<file path="src/rtl/wapt_pkg.sv">
package wapt_pkg;

    typedef enum logic [1:0] {
        CMD_NOP = 2'b00,
        CMD_ACT = 2'b01,
        CMD_WR  = 2'b10,
        CMD_PRE = 2'b11
    } cmd_e;

    typedef enum logic [1:0] {
        ST_IDLE,
        ST_OPEN,
        ST_APWAIT,
        ST_CLOSING
    } bank_st_e;

    localparam int unsigned WR_MIN = 2;
    localparam int unsigned WR_MAX = 6;

endpackage

</file>
<file path="src/rtl/wapt_tick_ctr.sv">
// Saturating distance counter: reads 1 after the edge that restarts it and
// grows by one per edge, so before edge k it holds k minus the restart edge.
module wapt_tick_ctr #(
    parameter int W = 8
) (
    input  logic         clk,
    input  logic         rst_n,
    input  logic         restart,
    output logic [W-1:0] cnt
);
    logic [W-1:0] cnt_d, cnt_q;

    always_comb begin
        cnt_d = cnt_q;
        if (restart)
            cnt_d = W'(1);
        else if (cnt_q != '1)
            cnt_d = cnt_q + W'(1);
    end

    always_ff @(posedge clk or negedge rst_n) begin
        if (!rst_n) cnt_q <= '0;
        else        cnt_q <= cnt_d;
    end

    assign cnt = cnt_q;
endmodule

</file>
<file path="src/rtl/wapt_cfg_hold.sv">
// Captures timing settings while the bank is idle and limits the
// write recovery code to its legal range.
module wapt_cfg_hold #(
    parameter int CW = 6,
    parameter int TW = CW + 2
) (
    input  logic          clk,
    input  logic          rst_n,
    input  logic          load,
    input  logic [CW-1:0] wl,
    input  logic          bl8,
    input  logic [2:0]    wr,
    input  logic [CW-1:0] trp,
    input  logic [CW-1:0] tras,
    input  logic [CW-1:0] trc,
    output logic [TW-1:0] thr_pre,
    output logic [TW-1:0] thr_trp,
    output logic [TW-1:0] thr_tras,
    output logic [TW-1:0] thr_trc
);
    import wapt_pkg::*;

    typedef struct packed {
        logic [CW-1:0] wl;
        logic          bl8;
        logic [2:0]    wr;
        logic [CW-1:0] trp;
        logic [CW-1:0] tras;
        logic [CW-1:0] trc;
    } cfg_t;

    cfg_t cfg_d, cfg_q;
    logic [2:0] wr_lim;

    always_comb begin
        if (wr < 3'(WR_MIN))      wr_lim = 3'(WR_MIN);
        else if (wr > 3'(WR_MAX)) wr_lim = 3'(WR_MAX);
        else                      wr_lim = wr;
        cfg_d = cfg_q;
        if (load) begin
            cfg_d.wl   = wl;
            cfg_d.bl8  = bl8;
            cfg_d.wr   = wr_lim;
            cfg_d.trp  = trp;
            cfg_d.tras = tras;
            cfg_d.trc  = trc;
        end
    end

    always_ff @(posedge clk or negedge rst_n) begin
        if (!rst_n) cfg_q <= '0;
        else        cfg_q <= cfg_d;
    end

    assign thr_pre  = TW'(cfg_q.wl) + (cfg_q.bl8 ? TW'(4) : TW'(2)) + TW'(cfg_q.wr);
    assign thr_trp  = TW'(cfg_q.trp);
    assign thr_tras = TW'(cfg_q.tras);
    assign thr_trc  = TW'(cfg_q.trc);
endmodule

</file>
<file path="src/rtl/wapt_bank_timer.sv">
module wapt_bank_timer #(
    parameter int CW = 6
) (
    input  logic          clk,
    input  logic          rst_n,
    input  logic [1:0]    cmd,
    input  logic          ap_flag,
    input  logic [CW-1:0] cfg_wl,
    input  logic          cfg_bl8,
    input  logic [2:0]    cfg_wr,
    input  logic [CW-1:0] cfg_trp,
    input  logic [CW-1:0] cfg_tras,
    input  logic [CW-1:0] cfg_trc,
    output logic          pre_start,
    output logic          act_ready,
    output logic          bank_open,
    output logic          err_flag
);
    import wapt_pkg::*;

    localparam int TW    = CW + 2;  // wide enough for WL + burst + WR
    localparam int NCTR  = 3;
    localparam int C_AGE = 0;       // since last accepted activate
    localparam int C_WR  = 1;       // since auto-precharge write
    localparam int C_PRE = 2;       // since precharge began

    typedef struct packed {
        bank_st_e st;
        logic     err;
    } state_t;

    state_t s_d, s_q;
    cmd_e   c;
    logic [NCTR-1:0] restart;
    logic [TW-1:0]   cnt [NCTR];
    logic [TW-1:0]   thr_pre, thr_trp, thr_tras, thr_trc;
    logic            pre_due, reuse_ok;

    assign c = cmd_e'(cmd);

    wapt_cfg_hold #(.CW(CW), .TW(TW)) u_cfg (
        .clk(clk), .rst_n(rst_n), .load(s_q.st == ST_IDLE),
        .wl(cfg_wl), .bl8(cfg_bl8), .wr(cfg_wr),
        .trp(cfg_trp), .tras(cfg_tras), .trc(cfg_trc),
        .thr_pre(thr_pre), .thr_trp(thr_trp),
        .thr_tras(thr_tras), .thr_trc(thr_trc)
    );

    for (genvar gi = 0; gi < NCTR; gi++) begin : g_ctr
        wapt_tick_ctr #(.W(TW)) u_ctr (
            .clk(clk), .rst_n(rst_n), .restart(restart[gi]), .cnt(cnt[gi])
        );
    end

    // burst plus recovery done and row active long enough
    assign pre_due  = (cnt[C_WR] >= thr_pre) && (cnt[C_AGE] >= thr_tras);
    // precharge time and row-cycle time both met
    assign reuse_ok = (cnt[C_PRE] >= thr_trp) && (cnt[C_AGE] >= thr_trc);

    always_comb begin
        s_d     = s_q;
        restart = '0;
        unique case (s_q.st)
            ST_IDLE: begin
                if (c == CMD_ACT) begin
                    s_d.st         = ST_OPEN;
                    restart[C_AGE] = 1'b1;
                end else if (c == CMD_WR) begin
                    s_d.err = 1'b1;
                end
            end
            ST_OPEN: begin
                if (c == CMD_ACT) begin
                    s_d.err = 1'b1;
                end else if (c == CMD_WR && ap_flag) begin
                    s_d.st        = ST_APWAIT;
                    restart[C_WR] = 1'b1;
                end else if (c == CMD_PRE) begin
                    s_d.st         = ST_CLOSING;
                    restart[C_PRE] = 1'b1;
                end
            end
            ST_APWAIT: begin
                if (c == CMD_ACT || c == CMD_WR)
                    s_d.err = 1'b1;                  // R8, R9; PRE ignored
                if (pre_due) begin
                    s_d.st         = ST_CLOSING;
                    restart[C_PRE] = 1'b1;
                end
            end
            ST_CLOSING: begin
                if (c == CMD_ACT) begin
                    if (reuse_ok) begin
                        s_d.st         = ST_OPEN;
                        restart[C_AGE] = 1'b1;
                    end else begin
                        s_d.err = 1'b1;
                    end
                end else begin
                    if (c == CMD_WR) s_d.err = 1'b1;
                    if (reuse_ok)    s_d.st  = ST_IDLE;
                end
            end
            default: s_d.st = ST_IDLE;
        endcase
    end

    always_ff @(posedge clk or negedge rst_n) begin
        if (!rst_n) begin
            s_q.st  <= ST_IDLE;
            s_q.err <= 1'b0;
        end else begin
            s_q <= s_d;
        end
    end

    assign pre_start = (s_q.st == ST_APWAIT) && pre_due;
    assign act_ready = (s_q.st == ST_IDLE) || ((s_q.st == ST_CLOSING) && reuse_ok);
    assign bank_open = (s_q.st == ST_OPEN) || (s_q.st == ST_APWAIT);
    assign err_flag  = s_q.err;
endmodule

</file>
<file path="config.mk">
export PLATFORM = sky130hd
export DESIGN_NAME = wapt_bank_timer
export DESIGN_NICKNAME = d
export VERILOG_FILES = /design/src/rtl/wapt_pkg.sv /design/src/rtl/wapt_tick_ctr.sv /design/src/rtl/wapt_cfg_hold.sv /design/src/rtl/wapt_bank_timer.sv
export SDC_FILE = /design/constraint.sdc
export NUM_CORES = 1
export LEC_CHECK = 0
export BUFFER_PORTS_ARGS = -buffer_cell sky130_fd_sc_hd__buf_2
export CORE_MARGIN = 3
export CORE_UTILIZATION = 50
export DETAILED_ROUTE_END_ITERATION = 8
export PLACE_DENSITY_LB_ADDON = 0.05
export SYNTH_ARGS = -nofsm -noshare
export SYNTH_HDL_FRONTEND = slang
export SYNTH_SLANG_ARGS = --single-unit
</file>
<file path="constraint.sdc">
create_clock -name clk -period 3.95 [get_ports clk]
set_input_delay 0.395 -clock clk [delete_from_list [all_inputs] [get_ports clk]]
set_output_delay 0.395 -clock clk [all_outputs]
set_load 0.005 [all_outputs]
</file>
# After elaboration in Yosys (flattened, before gate mapping)
# Index checks and enable logic that the tools add are counted.
[totals]
ff_bits = 55
elab_cells = 88
out_inout_bits = 4
in_bits = 33
[classes]
mux = 34
eq_ne = 18
reduce_logical = 14
order_cmp = 6
addsub = 5
[op_table]
columns = ["cell", "n"]
rows = [
  ["8-bit two-way mux", 6],
  ["8-bit by 1-bit adder with 8-bit output (second input constant)", 3],
  ["8-bit by 6-bit greater-or-equal comparator with 1-bit output", 3],
  ["8-bit != test (second input constant)", 3],
  ["2-bit two-way mux", 8],
  ["2-bit != test (second input constant)", 7],
  ["1-bit two-way mux", 13],
  ["3-bit two-way mux", 4],
  ["3-bit one-hot mux with 4 select lines", 1],
  ["6-bit by 8-bit adder with 8-bit output", 1],
  ["8-bit by 3-bit adder with 8-bit output", 1],
  ["2-bit equality test (second input constant)", 4],
  ["8-bit greater-or-equal comparator", 1],
  ["3-bit != test (second input constant)", 2],
  ["2-bit nonzero test", 3],
  ["1-bit logical AND", 5],
  ["5-bit AND reduction", 1],
  ["2-bit by 1-bit equality test with 1-bit output (second input constant)", 2],
  ["1-bit one-hot mux with 2 select lines", 2],
  ["4-bit AND reduction", 1],
  ["3-bit > comparator (second input constant)", 1],
  ["1-bit logical OR", 3],
  ["3-bit by 2-bit less-than comparator with 1-bit output (second input constant)", 1],
  ["2-bit zero test", 1],
]

# Logic depth before layout (Yosys ltp)
[depth]
depth_word = 8
ltp_mapped = 14
ltp_nobuf = 14

# Modules after synthesis
# Synthesis repeated with hierarchy kept, for this count alone.
[hier_totals]
hier_cells = 398
hier_area_um2 = 3926.3
[modules_own_cells]
columns = ["module", "n_inst", "area_each_um2", "seq_area_each_um2", "cells_per_inst"]
rows = [
  ["wapt_cfg_hold", 1, 1442.6, 700.7, 112],
  ["wapt_tick_ctr", 3, 434.2, 200.2, 48],
  ["wapt_bank_timer", 1, 1181.1, 75.1, 142],
]

# Least setup slack after synthesis
# OpenSTA, ideal clock, no wires.
[synth_timing]
kind = "reg-to-reg"
from = "register u_cfg.cfg_q[21] (netlist name)"
to = "register s_q[2] (netlist name)"
stages_incl_launch_ff = 14
setup_time_ns = 0.128
arrival_time_ns = 3.134
path_buffers = 0
setup_slack_ns = 0.688
t_required_ns = 3.822
synth_period_minus_slack_ns = 3.262
cell_sequence = "dfrtp_1 > fa_1 > inv_1 > ha_1 > fa_1 > a21oi_1 > nor2b_1 > xnor2_1 > ha_1 > nand3_1 > o21ai_2 > o211ai_1 > a221oi_2 > mux2_1"
[synth_via]
elab_chain_len = 7
[synth_rtl]
columns = ["element", "line", "rtl"]
rows = [
  ["from (decl)", "wapt_cfg_hold.sv:32", "cfg_t cfg_d, cfg_q;"],
  ["from (signal assigned)", "wapt_cfg_hold.sv:52", "else cfg_q <= cfg_d;"],
  ["3-bit two-way mux", "wapt_cfg_hold.sv:55", "assign thr_pre = TW'(cfg_q.wl) + (cfg_q.bl8 ? TW'(4) : TW'(2)) + TW'(cfg_q.wr);"],
  ["6-bit by 8-bit adder with 8-bit output", "wapt_cfg_hold.sv:55", ""],
  ["8-bit by 3-bit adder with 8-bit output", "wapt_cfg_hold.sv:55", ""],
  ["8-bit greater-or-equal comparator", "wapt_bank_timer.sv:56", "assign pre_due = (cnt[C_WR] >= thr_pre) && (cnt[C_AGE] >= thr_tras);"],
  ["1-bit logical AND", "wapt_bank_timer.sv:56", ""],
  ["2-bit != test (no source line)", "-", ""],
  ["5-bit AND reduction (no source line)", "-", ""],
  ["to (decl)", "wapt_bank_timer.sv:32", "state_t s_d, s_q;"],
]
# No other way between the ends.
# A chain may end at the register's enable or synchronous reset.

# Worst setup path after layout
[layout_timing]
from = "register u_cfg.cfg_q[21] (netlist name)"
to = "output port pre_start"
[layout_via]
elab_chain_len = 6
[layout_rtl]
columns = ["element", "line", "rtl"]
rows = [
  ["3-bit two-way mux", "wapt_cfg_hold.sv:55", ""],
  ["6-bit by 8-bit adder with 8-bit output", "wapt_cfg_hold.sv:55", ""],
  ["8-bit by 3-bit adder with 8-bit output", "wapt_cfg_hold.sv:55", ""],
  ["8-bit greater-or-equal comparator", "wapt_bank_timer.sv:56", ""],
  ["1-bit logical AND", "wapt_bank_timer.sv:56", ""],
  ["1-bit logical AND", "wapt_bank_timer.sv:117", "assign pre_start = (s_q.st == ST_APWAIT) && pre_due;"],
  ["to (decl)", "wapt_bank_timer.sv:14", "output logic pre_start,"],
]
# No other way between the ends.

==> qor.json <==
{
  "yosys": {
    "yosys.area_share.adder": 0.1723,
    "syn_area_per_cell_sq_um": 9.793,
    "synth.yosys.seq_area_share": 0.4050,
    "synthXorXnorAreaFrac": 0.03351,
    "synth.mux.area_fraction": 0.04823,
    "synthesis.instances": 347,
    "synth_top_family_by_area": "adder cells",
    "post_synth_instance_area_sq_um": 3398,
    "synth_fp_nets": 425,
    "synthFlopType": "sky130_fd_sc_hd__dfrtp_1",
    "synth-seq-cells": 55,
    "ys_types": 46,
    "async_reset_ff_frac": 1.000,
    "compound_gate_fraction_of_synth_area": 0.1333,
    "synth-simple-area-share": 0.1642,
    "synth-edff-count": 0,
    "ys.warnings.count": 0
  },
  "finish": {
    "mostFrequentLayoutCells": "sky130_fd_sc_hd__dfrtp_1, sky130_fd_sc_hd__ha_1, sky130_fd_sc_hd__buf_2, sky130_fd_sc_hd__inv_1, sky130_fd_sc_hd__nand2_1",
    "antenna_cells_inserted": 0,
    "final_common_cell": "sky130_fd_sc_hd__dfrtp_1",
    "finish.net_count": 464,
    "layout-drive-gt1-share": 0.1731,
    "syn_to_final_growth_pct": 10.75,
    "fill_cells": 583
  },
  "timing": {
    "fmax_mhz": 266.4,
    "holdWs_ps": 139.3,
    "finalHoldViolCount": 0,
    "final.period_utilization": 0.9503,
    "finalWorstPathRequiredPeriod_ps": 3754,
    "fin_worst_skew_ps": 7.626,
    "final_max_slew_viol_count": 0,
    "timing.setup.tns_ps": 0,
    "grt_setup_unrepaired": "no",
    "max-slew-margin-rel": 0.5040,
    "max_slew.worst_pin.slew_ps": 744.0,
    "setup-violations-final": 0
  },
  "job": {
    "cap_viol_max_count": 0
  },
  "clock_tree": {
    "depth_of_the_cts_h_tree": 2,
    "clock_pin_slew_reported_for_the_worst_setup_and_hold_paths_after_clock_tree_synthesis_ps": 100,
    "worstSkewPairLatency_ps": 310,
    "numCtsBuffers": 5,
    "postCtsResizedCells": 0,
    "cts_tree": "yes",
    "postCtsSetupBuffers": 0,
    "cts-root-buf": "sky130_fd_sc_hd__clkbuf_8",
    "holdBufCountCts": 0,
    "clock_sink_count": 55,
    "cts_buffer_depth": 2
  },
  "placement": {
    "place.detailed.hpwl_mm": 4.976,
    "place_congestion": 0.8356,
    "place.port_buffers": 36
  },
  "global_route": {
    "antenna_found_initial": 0,
    "via_count_of_the_first_global_routing_pass": 2409,
    "grt_remaining_overflow": 0,
    "grt_first_pass_wirelength_mm": 11.22,
    "track_usage": 0.1807,
    "pin_count_of_the_biggest_net_entering_global_routing": 47
  },
  "power": {
    "comb_power_share": 0.568,
    "power_switching_w": 0.001472,
    "power_frac_clock": 0.100,
    "seq_power_share": 0.332,
    "switching_share": 0.4402,
    "power.static_leakage_nw": 1.843,
    "internal-power_w": 0.001873,
    "irDropWorstVdd_uv": 312.0,
    "powerDensity_nw_per_um2": 888.8
  },
  "worst_setup_path": {
    "criticalPathCategory": "reg -> out",
    "rr_endpoint": "s_q[2]$_DFFE_PN0P_",
    "crit_arrival_ps": 3360,
    "critPathMaxStageDelay_ps": 520,
    "regToRegSetupSlack_ps": 480,
    "critical_path_peak_fanout": 3,
    "r2r-start": "u_cfg.cfg_q[21]$_DFFE_PN0N_",
    "worstPathCellList": "fa_1 > inv_1 > ha_1 > fa_1 > a21oi_1 > nor2b_1 > xnor2_1 > ha_1 > a2111oi_4 > o21ai_2 > o2111a_2 > buf_2",
    "worstPathBufferInverterCount": 2,
    "start_kind": "flip-flop",
    "slowest_stage": "sky130_fd_sc_hd__fa_1",
    "worstRegToRegCells": 13,
    "path_delay_family": "adder cells",
    "timing.critical_path.to_type": "output port",
    "worst_ep_required_ps": 3560
  },
  "floorplanning": {
    "top_level_ports": 37,
    "fp.coreArea_sq_um": 6459,
    "die_height_um": 88.44,
    "floorplan.die.width_um": 88.44,
    "row_count": 29,
    "initial_util": 0.5262,
    "die_area_sq_um": 7822
  },
  "route": {
    "vias": 2528,
    "ant_nets": 0,
    "detailedRoute.firstPassIterationCount": 4,
    "drcViolationCount": 0,
    "wl_per_cell_um": 13.86,
    "dr.first_iter.drc_count": 48,
    "routed_wl_mm": 6.429,
    "vias_per_cell": 5.448
  },
  "worst_hold_path": {
    "hold_path_class": "in -> async"
  },
  "status": {
    "run_status": "finished clean"
  }
}
synthesized netlist by cell type (4+ instances only):
cell,count,area share
sky130_fd_sc_hd__xnor2_1,7,0.018
sky130_fd_sc_hd__ha_1,42,0.15
sky130_fd_sc_hd__a21oi_1,9,0.013
sky130_fd_sc_hd__dfrtp_1,55,0.41
sky130_fd_sc_hd__and3_1,6,0.011
sky130_fd_sc_hd__mux2_2,10,0.033
sky130_fd_sc_hd__xor2_1,6,0.015
sky130_fd_sc_hd__a31oi_1,6,0.011
sky130_fd_sc_hd__nand3_1,17,0.025
sky130_fd_sc_hd__nand2_1,33,0.036
sky130_fd_sc_hd__a21o_1,4,0.0088
sky130_fd_sc_hd__nand2b_1,7,0.013
sky130_fd_sc_hd__nor3_1,9,0.013
sky130_fd_sc_hd__nor2_1,26,0.029
sky130_fd_sc_hd__inv_1,33,0.036
sky130_fd_sc_hd__o21ai_0,26,0.038
sky130_fd_sc_hd__o21ai_1,4,0.0059
sky130_fd_sc_hd__mux2i_1,4,0.012
worst register-to-register path, delay by kind of cell, from the launching register on:
kind            cells  cell delay [ps]
fa+ha+maj           4             1480
flops               1              440
mux                 1              350
simple gates        2              170
buf+inv             1               50
xor+xnor            1              120
compound gates      4              760
cell families (layout without fill, tap and decap cells):
| group | Yosys count | after routing |
|---|---|---|
| adder cells (fa/ha/maj) | 45 | 45 |
| AO/OA/AOI/OAI | 65 | 65 |
| buffers and inverters | 39 | 79 |
| multiplexers | 15 | 15 |
| XOR/XNOR | 13 | 13 |
| AND/OR/NAND/NOR | 115 | 115 |
| flip-flops | 55 | 55 |
per-stage QoR:
stage | worst slack (ps) | util | std cells | total power (W) | cell area (sq um)
2_1_floorplan | 688.2 | - | 347 | 0.002588 | 3398
3_3_place_gp | 587.8 | 0.5676 | 456 | 0.002985 | 3666
3_5_place_dp | 495.1 | 0.5676 | 456 | 0.003053 | 3666
4_1_cts | 180.2 | 0.5827 | 464 | 0.003398 | 3764
5_1_grt | 76.23 | 0.5827 | 464 | 0.003760 | 3764
6_report | 196.4 | 0.5827 | 464 | 0.003345 | 3764
layer usage:
metal / track usage / part of all wire / vias up
li1: - / - / 1283
met1: 0.2420 / 0.47 / 1193
met2: 0.3141 / 0.49 / 46
met3: 0.02980 / 0.034 / 6
met4: 0.02885 / 0.0073 / 0
met5: 0 / 0 / -
worst max-delay path by stage:
stage	from	endpoint	slack, ps	cells after the start
floorplan	u_cfg.cfg_q[21]$_DFFE_PN0N_	s_q[2]$_DFFE_PN0P_	690	13
global placement	u_cfg.cfg_q[21]$_DFFE_PN0N_	s_q[2]$_DFFE_PN0P_	590	13
detailed placement	u_cfg.cfg_q[21]$_DFFE_PN0N_	s_q[2]$_DFFE_PN0P_	500	13
CTS	u_cfg.cfg_q[21]$_DFFE_PN0N_	pre_start	180	12
global route	u_cfg.cfg_q[21]$_DFFE_PN0N_	pre_start	80	12
finish	u_cfg.cfg_q[21]$_DFFE_PN0N_	pre_start	200	12
registers in the layout, indices dropped and copies added, names as in the netlist:
name and cells:
g_ctr.u_ctr.cnt 24, u_cfg.thr_trp 6, s_q 2, u_cfg.thr_tras 6, err_flag 1, u_cfg.cfg_q 10, u_cfg.thr_trc 6
final cells by class:
cell class | count | area [sq um] | area share
Clock buffer | 5 | 68.82 | 0.01828
Clock inverter | 3 | 28.78 | 0.007646
Inverter | 33 | 123.9 | 0.03291
Multi-Input combinational cell | 253 | 1874 | 0.4980
Sequential cell | 55 | 1376 | 0.3657
Tap cell | 77 | 96.34 | 0.02560
Timing Repair Buffer | 38 | 195.2 | 0.05186
power by group through the flow:
| stage | Sequential, W | Combinational (W) | Clock (W) |
|---|---|---|---|
| final | 0.00111 | 0.00190 | 0.000334 |
| after global routing | 0.00116 | 0.00222 | 0.000379 |
| after CTS | 0.00111 | 0.00194 | 0.000347 |
| after detailed placement | 0.00112 | 0.00193 | 0 |
| after global placement | 0.00112 | 0.00187 | 0 |
| after floorplan | 0.00105 | 0.00154 | 0 |
Note: power is estimated with default switching activity, not from simulation.
